File: config.mk
export PLATFORM = sky130hd
export DESIGN_NAME = spinlock_bank
export DESIGN_NICKNAME = d
export VERILOG_FILES = /design/src/rtl/spinlock_pkg.sv /design/src/rtl/spinlock_prio_arb.sv /design/src/rtl/spinlock_cell.sv /design/src/rtl/spinlock_bank.sv
export SDC_FILE = /design/constraint.sdc
export NUM_CORES = 1
export LEC_CHECK = 0
export BUFFER_PORTS_ARGS = -buffer_cell sky130_fd_sc_hd__buf_2
export CORE_UTILIZATION = 48
export DETAILED_ROUTE_END_ITERATION = 7
export PLACE_DENSITY = 0.78
export SYNTH_ARGS = -nofsm -noshare
export SYNTH_HDL_FRONTEND = slang
export SYNTH_HIERARCHICAL = 1
export SYNTH_SLANG_ARGS = --single-unit
File: constraint.sdc
create_clock -name clk -period 1.8 [get_ports clk]
set_clock_uncertainty 0.2 [all_clocks]
set_input_delay 0.18 -clock clk [delete_from_list [all_inputs] [get_ports clk]]
set_output_delay 0.18 -clock clk [all_outputs]
set_load 0.01 [all_outputs]
File: src/rtl/spinlock_pkg.sv
package spinlock_pkg;

    typedef enum logic {
        LOCK_FREE = 1'b0,
        LOCK_HELD = 1'b1
    } lock_state_e;

endpackage

File: src/rtl/spinlock_prio_arb.sv
module spinlock_prio_arb #(
    parameter int N   = 2,
    parameter int IDX_W = (N > 1) ? $clog2(N) : 1
) (
    input  logic [N-1:0]     req,
    input  logic             enable,
    output logic [N-1:0]     grant,
    output logic [IDX_W-1:0] grant_idx
);

    logic [N-1:0] lowest;

    assign lowest = req & (~req + N'(1));
    assign grant  = enable ? lowest : '0;

    always_comb begin
        grant_idx = '0;
        for (int k = N - 1; k >= 0; k--) begin
            if (req[k]) begin
                grant_idx = IDX_W'(k);
            end
        end
    end

endmodule

File: src/rtl/spinlock_cell.sv
module spinlock_cell
    import spinlock_pkg::*;
#(
    parameter int NUM_PORTS = 2,
    parameter int PORT_W    = (NUM_PORTS > 1) ? $clog2(NUM_PORTS) : 1
) (
    input  logic                 clk,
    input  logic                 rst_n,
    input  logic [NUM_PORTS-1:0] rd_req,
    input  logic [NUM_PORTS-1:0] wr_req,
    output logic [NUM_PORTS-1:0] grant
);

    typedef struct packed {
        lock_state_e       state;
        logic [PORT_W-1:0] owner;
    } cell_t;

    cell_t             cell_d;
    cell_t             cell_q;
    logic [PORT_W-1:0] win_idx;
    logic              release_ok;

    spinlock_prio_arb #(
        .N     (NUM_PORTS),
        .IDX_W (PORT_W)
    ) u_arb (
        .req       (rd_req),
        .enable    (cell_q.state == LOCK_FREE),
        .grant     (grant),
        .grant_idx (win_idx)
    );

    always_comb begin
        cell_d     = cell_q;
        release_ok = (cell_q.state == LOCK_HELD) && wr_req[cell_q.owner];
        if (cell_q.state == LOCK_FREE && (|rd_req)) begin
            cell_d.state = LOCK_HELD;
            cell_d.owner = win_idx;
        end else if (release_ok) begin
            cell_d.state = LOCK_FREE;
        end
    end

    always_ff @(posedge clk or negedge rst_n) begin
        if (!rst_n) begin
            cell_q <= '{state: LOCK_FREE, owner: '0};
        end else begin
            cell_q <= cell_d;
        end
    end

    AST_ONE_WINNER: assert property (@(posedge clk) disable iff (!rst_n)
        $onehot0(grant));

    AST_NO_GRANT_HELD: assert property (@(posedge clk) disable iff (!rst_n)
        (cell_q.state == LOCK_HELD) |-> (grant == '0));

    AST_ACQUIRE_SETS: assert property (@(posedge clk) disable iff (!rst_n)
        (grant != '0) |=> (cell_q.state == LOCK_HELD));

    AST_HOLD_KEEPS: assert property (@(posedge clk) disable iff (!rst_n)
        (cell_q.state == LOCK_HELD && !wr_req[cell_q.owner])
        |=> (cell_q.state == LOCK_HELD && $stable(cell_q.owner)));

    AST_RELEASE_FREES: assert property (@(posedge clk) disable iff (!rst_n)
        (cell_q.state == LOCK_HELD && wr_req[cell_q.owner])
        |=> (cell_q.state == LOCK_FREE));

endmodule

File: src/rtl/spinlock_bank.sv
module spinlock_bank #(
    parameter int NUM_PORTS = 2,
    parameter int NUM_LOCKS = 16,
    parameter int DATA_W    = 32,
    parameter int ADDR_W    = (NUM_LOCKS > 1) ? $clog2(NUM_LOCKS) : 1
) (
    input  logic                              clk,
    input  logic                              rst_n,
    input  logic [NUM_PORTS-1:0][ADDR_W-1:0]  port_addr,
    input  logic [NUM_PORTS-1:0]              port_read,
    input  logic [NUM_PORTS-1:0]              port_write,
    input  logic [NUM_PORTS-1:0][DATA_W-1:0]  port_wdata,
    output logic [NUM_PORTS-1:0][DATA_W-1:0]  port_rdata
);

    localparam int PORT_W = (NUM_PORTS > 1) ? $clog2(NUM_PORTS) : 1;

    typedef struct packed {
        logic [NUM_PORTS-1:0] won;
    } resp_t;

    logic [NUM_LOCKS-1:0][NUM_PORTS-1:0] rd_hit;
    logic [NUM_LOCKS-1:0][NUM_PORTS-1:0] wr_hit;
    logic [NUM_LOCKS-1:0][NUM_PORTS-1:0] lock_grant;
    resp_t                               resp_d;
    resp_t                               resp_q;
    logic                                wdata_unused;

    assign wdata_unused = ^port_wdata;

    for (genvar li = 0; li < NUM_LOCKS; li++) begin : g_lock
        for (genvar pi = 0; pi < NUM_PORTS; pi++) begin : g_hit
            assign rd_hit[li][pi] = port_read[pi]  && (port_addr[pi] == ADDR_W'(li));
            assign wr_hit[li][pi] = port_write[pi] && (port_addr[pi] == ADDR_W'(li));
        end

        spinlock_cell #(
            .NUM_PORTS (NUM_PORTS),
            .PORT_W    (PORT_W)
        ) u_cell (
            .clk    (clk),
            .rst_n  (rst_n),
            .rd_req (rd_hit[li]),
            .wr_req (wr_hit[li]),
            .grant  (lock_grant[li])
        );
    end

    always_comb begin
        resp_d = '0;
        for (int l = 0; l < NUM_LOCKS; l++) begin
            resp_d.won = resp_d.won | lock_grant[l];
        end
    end

    always_ff @(posedge clk or negedge rst_n) begin
        if (!rst_n) begin
            resp_q <= '0;
        end else begin
            resp_q <= resp_d;
        end
    end

    for (genvar po = 0; po < NUM_PORTS; po++) begin : g_out
        assign port_rdata[po] = {{(DATA_W-1){1'b0}}, resp_q.won[po]};

        AST_RDATA_IDLE: assert property (@(posedge clk) disable iff (!rst_n)
            !port_read[po] |=> (port_rdata[po] == '0));
    end

endmodule

==> results of run 1 <==
==> critical path, stage by stage <==
cell,delay (ns)
buf_2,0.13
or3b_4,0.43
nor2_1,0.14
and3b_2,0.22
nor4_1,0.37
nand4_1,0.18
==> state kept, by name, summed over array words and instances, names as in the netlist <==
| name | cells |
|---|---|
| g_lock.u_cell/cell_q | 32 |
| resp_q | 2 |
==> metrics by stage <==
stage               cells  hold WS [ns]
floorplan             406        -0.316
global placement      481        0.0426
detailed placement    481        0.0486
CTS                   490         0.267
global route          490         0.301
finish                490         0.250
==> synth_stat cells, drive strengths merged <==
library cell and n:
or2 2, nand2b 4, clkbuf 4, nand3b 8, buf 64, nor3 16, and3b 16, nor4 8
nor2 64, a21oi 16, o21bai 16, and2b 16, mux2 32, dfrtp 34, nand4 2, conb 1
nand3 4, and2 16, nand2 2, inv 16, or3b 4
==> layout make-up <==
type | count | area, um^2 | area share
multi-input cells | 288 | 2020 | 0.557
clock inverters | 3 | 40.0 | 0.0110
inverters | 16 | 60.1 | 0.0165
clock buffers | 5 | 68.8 | 0.0190
flip-flops and latches | 34 | 851 | 0.234
well taps | 77 | 96.3 | 0.0265
repair buffers | 67 | 493 | 0.136
==> cell families (layout without fill, tap and decap cells) <==
group / after synthesis / count (layout) / synth area share
flops: 34 / 34 / 0.268
mux: 32 / 32 / 0.132
compound gates: 32 / 32 / 0.120
buf+inv: 84 / 91 / 0.173
other cells: 1 / 62 / 0.00118
simple gates: 162 / 162 / 0.306
==> power by group through the flow <==
stage	clock network [mW]	registers, mW	logic (mW)
after floorplan	0	0.982	0.506
after global placement	0	0.992	0.562
after detailed placement	0	1.00	0.580
after CTS	0.732	0.991	0.586
after global routing	0.757	1.01	0.648
final	0.716	0.992	0.590
==> final timing paths <==
path / startpoint / to / slack [ns]
setup / recovery: port_addr[2] / resp_q[1]$_DFF_PN0_ / 0.09
hold / removal: rst_n / g_lock[11].u_cell/cell_q[0]$_DFFE_PN0P_ / 0.25
min in group clk: g_lock[5].u_cell/cell_q[1]$_DFFE_PN0P_ / g_lock[5].u_cell/cell_q[1]$_DFFE_PN0P_ / 0.29
max in group asynchronous: rst_n / g_lock[15].u_cell/cell_q[1]$_DFFE_PN0P_ / 0.83
setup reg to reg: g_lock[11].u_cell/cell_q[1]$_DFFE_PN0P_ / resp_q[0]$_DFF_PN0_ / 0.21
hold reg to reg: g_lock[5].u_cell/cell_q[1]$_DFFE_PN0P_ / g_lock[5].u_cell/cell_q[1]$_DFFE_PN0P_ / 0.29
==> per-layer routing <==
layer  vias to the layer above  track usage  part of all wire
met3                        15       0.0318             0.071
li1                       1162            -                 -
met5                         -            0                 0
met1                      1163        0.273              0.43
met2                       111        0.329              0.48
met4                         0       0.0862             0.022
==> repair_timing <==
item | in CTS | in global routing
endpoints found under the hold margin | 34 | 0
gates resized for setup | 0 | 3
hold buffers | 1 | 0
endpoints found under the setup margin | 0 | 2
==> metrics.txt, run 1 <==
share of the synthesized area in the top cell type=0.268; post-synthesis register bit count=34; # Max-Cap Violations=0; CP Class=in2reg; via count of the routed design=between 2,000 and 2,500; R2R depth=5; ant diodes=0; final worst slack=roughly 0.09 ns; clock share of power=0.312; synthesized area per cell=approximately 9 um^2; largest area contributor in the synthesized netlist=dfrtp_1; commonest non-fill, non-tap cell in the layout=nor2_1; synth top area cells=dfrtp_1 (27%), buf_4 (15%), o21bai_4 (9.4%); endpoints failing hold=0; Yosys cell types=23; Overflow after GRT=0; Worst-Skew Late Latency=0.29 ns; initial antenna violation count=0; routed vias/inst=~5.0; Area Growth Syn to Fin=14.2%; Die Area=around 0.007 mm^2; TritonRoute pass-1 iters=4; largest net degree at the start of global routing=35; Initial Util=0.498; GP Congestion=between 0.8 and 0.9; Cell Area, Synth=0.00318 mm^2; Port Buffer Count=15; P_leak=1.87 nW; post-DR wirelength/cell=13.9 um; fill count=558; Finished Core Util=0.569; fin area=0.00363 mm^2; WP data arrival=1.65 ns; Die Ht=roughly 83 um; power per cell area=633 mW/mm^2; DRC Markers=0; total power=2.30 mW; Sw Share=0.307; H-tree depth=2; combinational power share=0.257; status=finished clean; Yosys warnings=6; post-route ant nets=0; DIE WIDTH=around 83 um; Fmax=585 MHz; Slew Viols, Final=0; RSZ-0062 raised after global routing=false; maximum fanout along the worst path=6; clock transition at the registers of the reported paths=roughly 0.080 ns; drt initial violations=114; CTS tree=built; Synth Instances=345; CTS max path bufs=2; core area=roughly 0.0064 mm^2; Setup Buffers After CTS=0; number of global-route vias before repair=around 2,400; layout cell share with drive strength beyond 1=0.395; Net Switching=a little over 0.7 mW; most frequent cells in the layout=nor2_1 (64), conb_1 (62), buf_4 (49), dfrtp_1 (34); Seq/Total Area, Yosys=0.268; DP Wirelength=5230 um; Global Route Usage Sum=0.204; Post-Route WL=approximately 6800 um; first-pass GRT wire length=11,300 um; Rows=29; internal power=around 1.6 mW; setup TNS after final layout=0 ns; Flop pwr share=0.432; worst path required time=around 1.7 ns; DP Worst Slack=-0.248 ns; I/O pins=between 100 and 150; clock sink count=34; Tmin final=1.71 ns; endpoints failing setup=0; startpoint types=primary input; period utilization=0.950; Post-layout nets=between 400 and 500; CTS Buf Count=5; Root Buffer=clkbuf_8; crit path capture type=flip-flop; post-place instance area=around 0.0035 mm^2; worst vdd ir=about 420 uV; HP Class=in2async
(Power assumes the default switching activity.)
==> inputs of run 2 (changes only) <==
- ABC_AREA: not set -> 1
- CORE_UTILIZATION: 48 -> 49
- PLACE_DENSITY: 0.78 -> 0.79
==> metrics.txt, run 2 <==
status=complete, but fails checks; failing checks=design-rule violations; setup TNS after final layout=0 ns (unchanged); clock transition at the registers of the reported paths=0.07 ns (about the same); number of global-route vias before repair=3,189 (+35%); ant diodes=0 (unchanged); Yosys warnings=6 (unchanged); Post-CTS Hold Fix Bufs=1 (unchanged); Initial Util=0.517 (+0.0188); Slew Viols, Final=0 (unchanged); first-pass GRT wire length=12,900 um (+14%); Post-Route WL=7230 um (+6.2%); reg-to-reg startpoint=g_lock[4].u_cell/cell_q[1]$_DFFE_PN0P_; commonest non-fill, non-tap cell in the layout=nand2_1; I/O pins=142 (unchanged); worst vdd ir=360 uV (-14%); routed vias/inst=4.57 (-8.6%); # Max-Cap Violations=0 (unchanged); simple-gate share of the synthesized area=0.394 (+0.0883); DP Wirelength=5750 um (+9.9%); number of flops mapped to enable cells by yosys=0 (unchanged); HP Class=in2reg; drt initial violations=142 (+25%); post-DR wirelength/cell=10.3 um (-26%); Overflow after GRT=0 (unchanged); RSZ-0062 raised after global routing=false; footprint of the multi-input gates=0.00169 mm^2 (-16%); Cell Area, Synth=0.00334 mm^2 (+5.0%); endpoints failing hold=0 (unchanged); slew margin rel.=0.615; Die Ht=84.5 um (+1.4%); first element of the critical path=port_addr[1]; DRC Markers=12 (+12); largest net degree at the start of global routing=35 (unchanged); most frequent cells in the layout=nand2_1 (148), inv_1 (122), nor2_1 (68), conb_1 (62), nand3_1 (36); P_leak=2.18 nW (+17%); clock sink count=34 (unchanged); endpoints failing setup=0 (unchanged); final worst slack=0.302 ns (+0.212 ns); layout cell share with drive strength beyond 1=0.210 (-0.184); Port Buffer Count=15 (unchanged); CTS Buf Count=5 (unchanged); Global Route Usage Sum=0.221 (+0.0162); Setup Buffers After CTS=0 (unchanged); post-synthesis mux area share=0 (-0.132); WP buf/inv=2 (+1); worst-margin pin slew=around 0.57 ns; most flop-heavy register=g_lock.u_cell/cell_q; Cell Chain, Critical Path=buf_2, nand2_1, nor3_1, inv_1, nand2_2, nor2_2, nor2_1, nand2_1, nor2_1, nand2_1; Rows=29 (unchanged); crit path capture type=flip-flop; Yosys cell types=13 (-43%); Critical Path Most Common Cell=nand2_1; Die Area=0.00714 mm^2 (+2.8%); post-synthesis register bit count=34 (unchanged); synthesized area per cell=5.86 um^2 (-36%); Post-layout nets=700 (+43%); Fin Hold WS=0.173 ns (-0.0774 ns); initial antenna violation count=0 (unchanged); adder-cell share of the synthesized area=0 (unchanged); Fmax=668 MHz (+14%); via count of the routed design=3,199 (+31%); share of the synthesized area in the top cell type=0.255 (-0.0126); power per cell area=584 mW/mm^2 (-7.7%); worst path required time=1.77 ns (+0.03 ns); DIE WIDTH=84.5 um (+1.4%); top flop regs=g_lock.u_cell/cell_q x32, resp_q x2; xor and xnor area share after synthesis=0 (unchanged); Root Buffer=clkbuf_8; period utilization=0.832 (-0.118); H-tree depth=2 (unchanged); Finished Core Util=0.562 (-0.00678); Worst-Skew Late Latency=0.29 ns (about the same); CP Class=in2reg; maximum fanout along the worst path=6 (unchanged); launch point of the worst hold path=port_addr[6]; post-route ant nets=0 (unchanged); startpoint types=primary input; Synth Area in Compound Gates=0.0420 (-0.0776); synth top area cells=dfrtp_1 (25%), nand2_1 (17%), buf_4 (14%); GP Congestion=0.913 (+11%); core area=0.00646 mm^2 (+1.1%); Synth Instances=569 (+65%); Tmin final=1.50 ns (-0.212 ns); Register Area=851 um^2 (unchanged); most common library cells after synthesis=nand2_1 (148), inv_1 (122), nor2_1 (68); TritonRoute pass-1 iters=7 (+3); Top delay family on crit path=simple AND/OR/NAND/NOR gates; Main synth FF type=dfrtp_1; Post-CTS Resized=0 (unchanged); main combinational cell family by area after synthesis=simple AND/OR/NAND/NOR gates; WP data arrival=1.47 ns (-0.18 ns); Largest register FFs=32 (unchanged); CTS tree=built; Seq/Total Area, Yosys=0.255 (-0.0126); CTS max path bufs=2 (unchanged); CP peak stage delay=0.45 ns (+0.02 ns); DP Worst Slack=0.00799 ns (+0.256 ns); slowest CP cell=nor3_1; largest area contributor in the synthesized netlist=dfrtp_1; most common cell in the synthesized netlist=nand2_1; fill count=642 (+15%); asr flop ratio synth=1.00 (unchanged); Area Growth Syn to Fin=8.74%
-- run 2: kinds of logic (layout without fill, tap and decap cells) --
| logic type | after synthesis | after routing |
|---|---|---|
| AO/OA/AOI/OAI | 16 | 16 |
| buffers and inverters | 210 | 203 |
| flip-flops | 34 | 34 |
| other | 1 | 62 |
| AND/OR/NAND/NOR | 308 | 308 |
-- run 2: area by class of cell --
class,instances,share of cell area
clock buffer,7,0.0238
clock inverter,1,0.00138
inverter,144,0.149
multi-input combinational,386,0.466
sequential,34,0.234
tap,77,0.0266
timing repair buffer,51,0.0993
-- run 2: tightest hold or removal path: stages --
cell     delay (ns)
buf_2          0.13
nand3_1        0.10
nor2_1         0.05
nand2_1        0.05
nand3_1        0.07
nand2_1        0.06
-- run 2: final timing paths --
path,endpoint,slack [ns],cells after the start
setup / recovery,resp_q[1]$_DFF_PN0_,0.30,10
hold / removal,g_lock[12].u_cell/cell_q[1]$_DFFE_PN0P_,0.17,6
setup reg to reg,resp_q[1]$_DFF_PN0_,0.57,7
hold reg to reg,g_lock[15].u_cell/cell_q[0]$_DFFE_PN0P_,0.30,2
max in group asynchronous,g_lock[3].u_cell/cell_q[1]$_DFFE_PN0P_,0.81,3
min in group asynchronous,g_lock[13].u_cell/cell_q[0]$_DFFE_PN0P_,0.26,3
-- run 2: where the power goes --
| part | leakage, nW | switching [mW] | internal [mW] |
|---|---|---|---|
| registers | 0.424 | 0.0700 | 0.864 |
| clock network | 0.0482 | 0.299 | 0.309 |
| logic | 1.71 | 0.407 | 0.170 |
| total | 2.18 | 0.776 | 1.34 |
-- run 2: per-stage QoR --
step	instances	total power, mW	area, um^2
global placement	691	1.49	3530
global route	700	2.24	3630
detailed placement	691	1.52	3530
CTS	700	2.13	3630
finish	700	2.12	3630
floorplan	630	1.45	3570
-- run 2: per-layer routing --
layer / vias up / GRT usage / wire length (um)
met3: 21 / 0.0364 / 395
met4: 0 / 0.0878 / 167
met5: - / 0 / 0
met1: 1459 / 0.252 / 3010
met2: 96 / 0.408 / 3650
li1: 1623 / - / -
==> inputs of run 3 (changes only) <==
- ABC_AREA: 1 -> 0
- CORE_UTILIZATION: 49 -> 48
- PLACE_DENSITY: 0.79 -> 0.78
- clock period: 1.8 -> 1.6 ns (I/O delays scaled with it)
==> metrics.txt, run 3 (synthesis results as in run 1) <==
startpoint types=primary input; maximum fanout along the worst path=6 (unchanged); first-pass GRT wire length=11,500 um (-11%); period utilization=0.957; DIE WIDTH=83.4 um (-1.3%); Post-Route WL=6850 um (-5.3%); Cell Chain, Critical Path=buf_2, or3b_4, nor2_4, and3b_2, nor4_1, nand4_1; routed vias/inst=4.96 (+8.5%); layout cell share with drive strength beyond 1=0.427 (+0.217); endpoints failing setup=0 (unchanged); HP Class=in2async; Sw Share=0.321 (-0.0447); crit path capture type=flip-flop; endpoints failing hold=0 (unchanged); GP Congestion=0.907 (-0.64%); Largest register FFs=32 (unchanged); status=finished clean; post-route ant nets=0 (unchanged); Rows=29 (unchanged); I/O pins=142 (unchanged); RSZ-0062 raised after global routing=false; clock share of power=0.278 (-0.009); worst vdd ir=459 uV (+28%); Overflow after GRT=0 (unchanged); number of global-route vias before repair=2,453 (-23%); Net Switching=0.799 mW (+3.0%); commonest non-fill, non-tap cell in the layout=conb_1; worst path required time=1.56 ns (-0.21 ns); Setup Buffers After CTS=0 (unchanged); CTS Buf Count=5 (unchanged); WP data arrival=1.49 ns (+0.02 ns); CTS tree=built; drt initial violations=92 (-35%); flop-to-flop setup slack=0.09 ns (-0.48 ns); power per cell area=667 mW/mm^2 (+14%); Finished Core Util=0.584 (+0.0221); Root Buffer=clkbuf_8; most flop-heavy register=g_lock.u_cell/cell_q; Placed Cells=485 (-30%); Global Route Usage Sum=0.210 (-0.0109); slowest CP cell=or3b_4; DRC Markers=0 (-12); Top delay family on crit path=simple AND/OR/NAND/NOR gates; P_leak=1.89 nW (-13%); Flop pwr share=0.448 (+0.007); most frequent cells in the layout=conb_1 (62), buf_4 (52), nor2_1 (50), dfrtp_1 (34); CP Class=in2reg; CTS max path bufs=2 (unchanged); clock transition at the registers of the reported paths=0.08 ns (about the same); Area Growth Syn to Fin=17.3%; ant diodes=0 (unchanged); Worst-Skew Late Latency=0.30 ns (about the same); Fmax=653 MHz; largest net degree at the start of global routing=19 (-46%); Port Buffer Count=15 (unchanged); post-DR wirelength/cell=13.9 um (+34%); Slew Viols, Final=0 (unchanged); Initial Util=0.498 (-0.0188); clock sink count=34 (unchanged); Post-layout nets=494 (-29%); TritonRoute pass-1 iters=4 (-3); Tmin final=~1.5 ns; non-filler instance count after layout=494 (-29%); combinational power share=0.274 (about the same); DP Wirelength=5430 um (-5.6%); internal power=1.69 mW (+26%); WP buf/inv=1 (-1); via count of the routed design=2,450 (-23%); initial antenna violation count=0 (unchanged); Die Ht=83.4 um (-1.3%); CP peak stage delay=0.47 ns (+0.02 ns); Die Area=0.00695 mm^2 (-2.7%); top flop regs=g_lock.u_cell/cell_q x32, resp_q x2; core area=0.00639 mm^2 (-1.1%); # Max-Cap Violations=0 (unchanged); H-tree depth=2 (unchanged)
## run 3: worst paths after layout
kind	start	endpoint	cells after the start
max reg2reg	g_lock[14].u_cell/cell_q[1]$_DFFE_PN0P_	resp_q[0]$_DFF_PN0_	4
max in group asynchronous	rst_n	resp_q[0]$_DFF_PN0_	3
min	rst_n	g_lock[15].u_cell/cell_q[1]$_DFFE_PN0P_	2
min in group clk	port_addr[0]	g_lock[12].u_cell/cell_q[1]$_DFFE_PN0P_	5
max	port_addr[3]	resp_q[1]$_DFF_PN0_	6
min reg2reg	g_lock[7].u_cell/cell_q[1]$_DFFE_PN0P_	g_lock[7].u_cell/cell_q[1]$_DFFE_PN0P_	1
## run 3: power by group through the flow
stage                     sequential [mW]  clock (mW)  combinational (mW)
after global routing                 1.14       0.742               0.750
after CTS                            1.11       0.703               0.677
final                                1.11       0.691               0.681
after floorplan                      1.10           0               0.585
after global placement               1.12           0               0.653
after detailed placement             1.13           0               0.670
## run 3: what timing repair did
action	in CTS	in global routing
endpoints found under the setup margin	1	1
pin swaps	0	0
gates resized for setup	1	2
hold buffers	1	0
endpoints found under the hold margin	34	0
## run 3: metal layers
metal	vias up	track usage	part of all wire
li1	1172	-	-
met5	-	0	0
met3	16	0.0398	0.047
met2	82	0.365	0.50
met4	0	0.0846	0.026
met1	1180	0.253	0.43
## run 3: cell type report
class	instances	area, um^2
fillers	526	2660
multi-input cells	288	2090
flip-flops and latches	34	851
repair buffers	71	536
well taps	77	96.3
clock buffers	7	86.3
inverters	16	60.1
clock inverters	1	5.00
## run 3: stage by stage
| stage | worst slack, ns | instance area, um^2 | TNS (ns) | hold WS, ns | power, mW |
|---|---|---|---|---|---|
| 2_1_floorplan | -0.0315 | 3480 | -0.0362 | -0.336 | 1.69 |
| 6_report | 0.0696 | 3730 | 0 | 0.131 | 2.49 |
| 4_1_cts | 0.0206 | 3720 | 0 | 0.147 | 2.49 |
| 3_5_place_dp | -0.376 | 3610 | -2.68 | -0.0667 | 1.80 |
| 3_3_place_gp | -0.354 | 3610 | -2.15 | -0.0742 | 1.77 |
| 5_1_grt | 0.0408 | 3730 | 0 | 0.173 | 2.63 |
## run 3: worst reg2reg max path, cell delays in order (launching register included)
cell and delay [ns]:
dfrtp_1 0.39, inv_1 0.07, and2_2 0.16, nor4_1 0.40, nand4_1 0.15
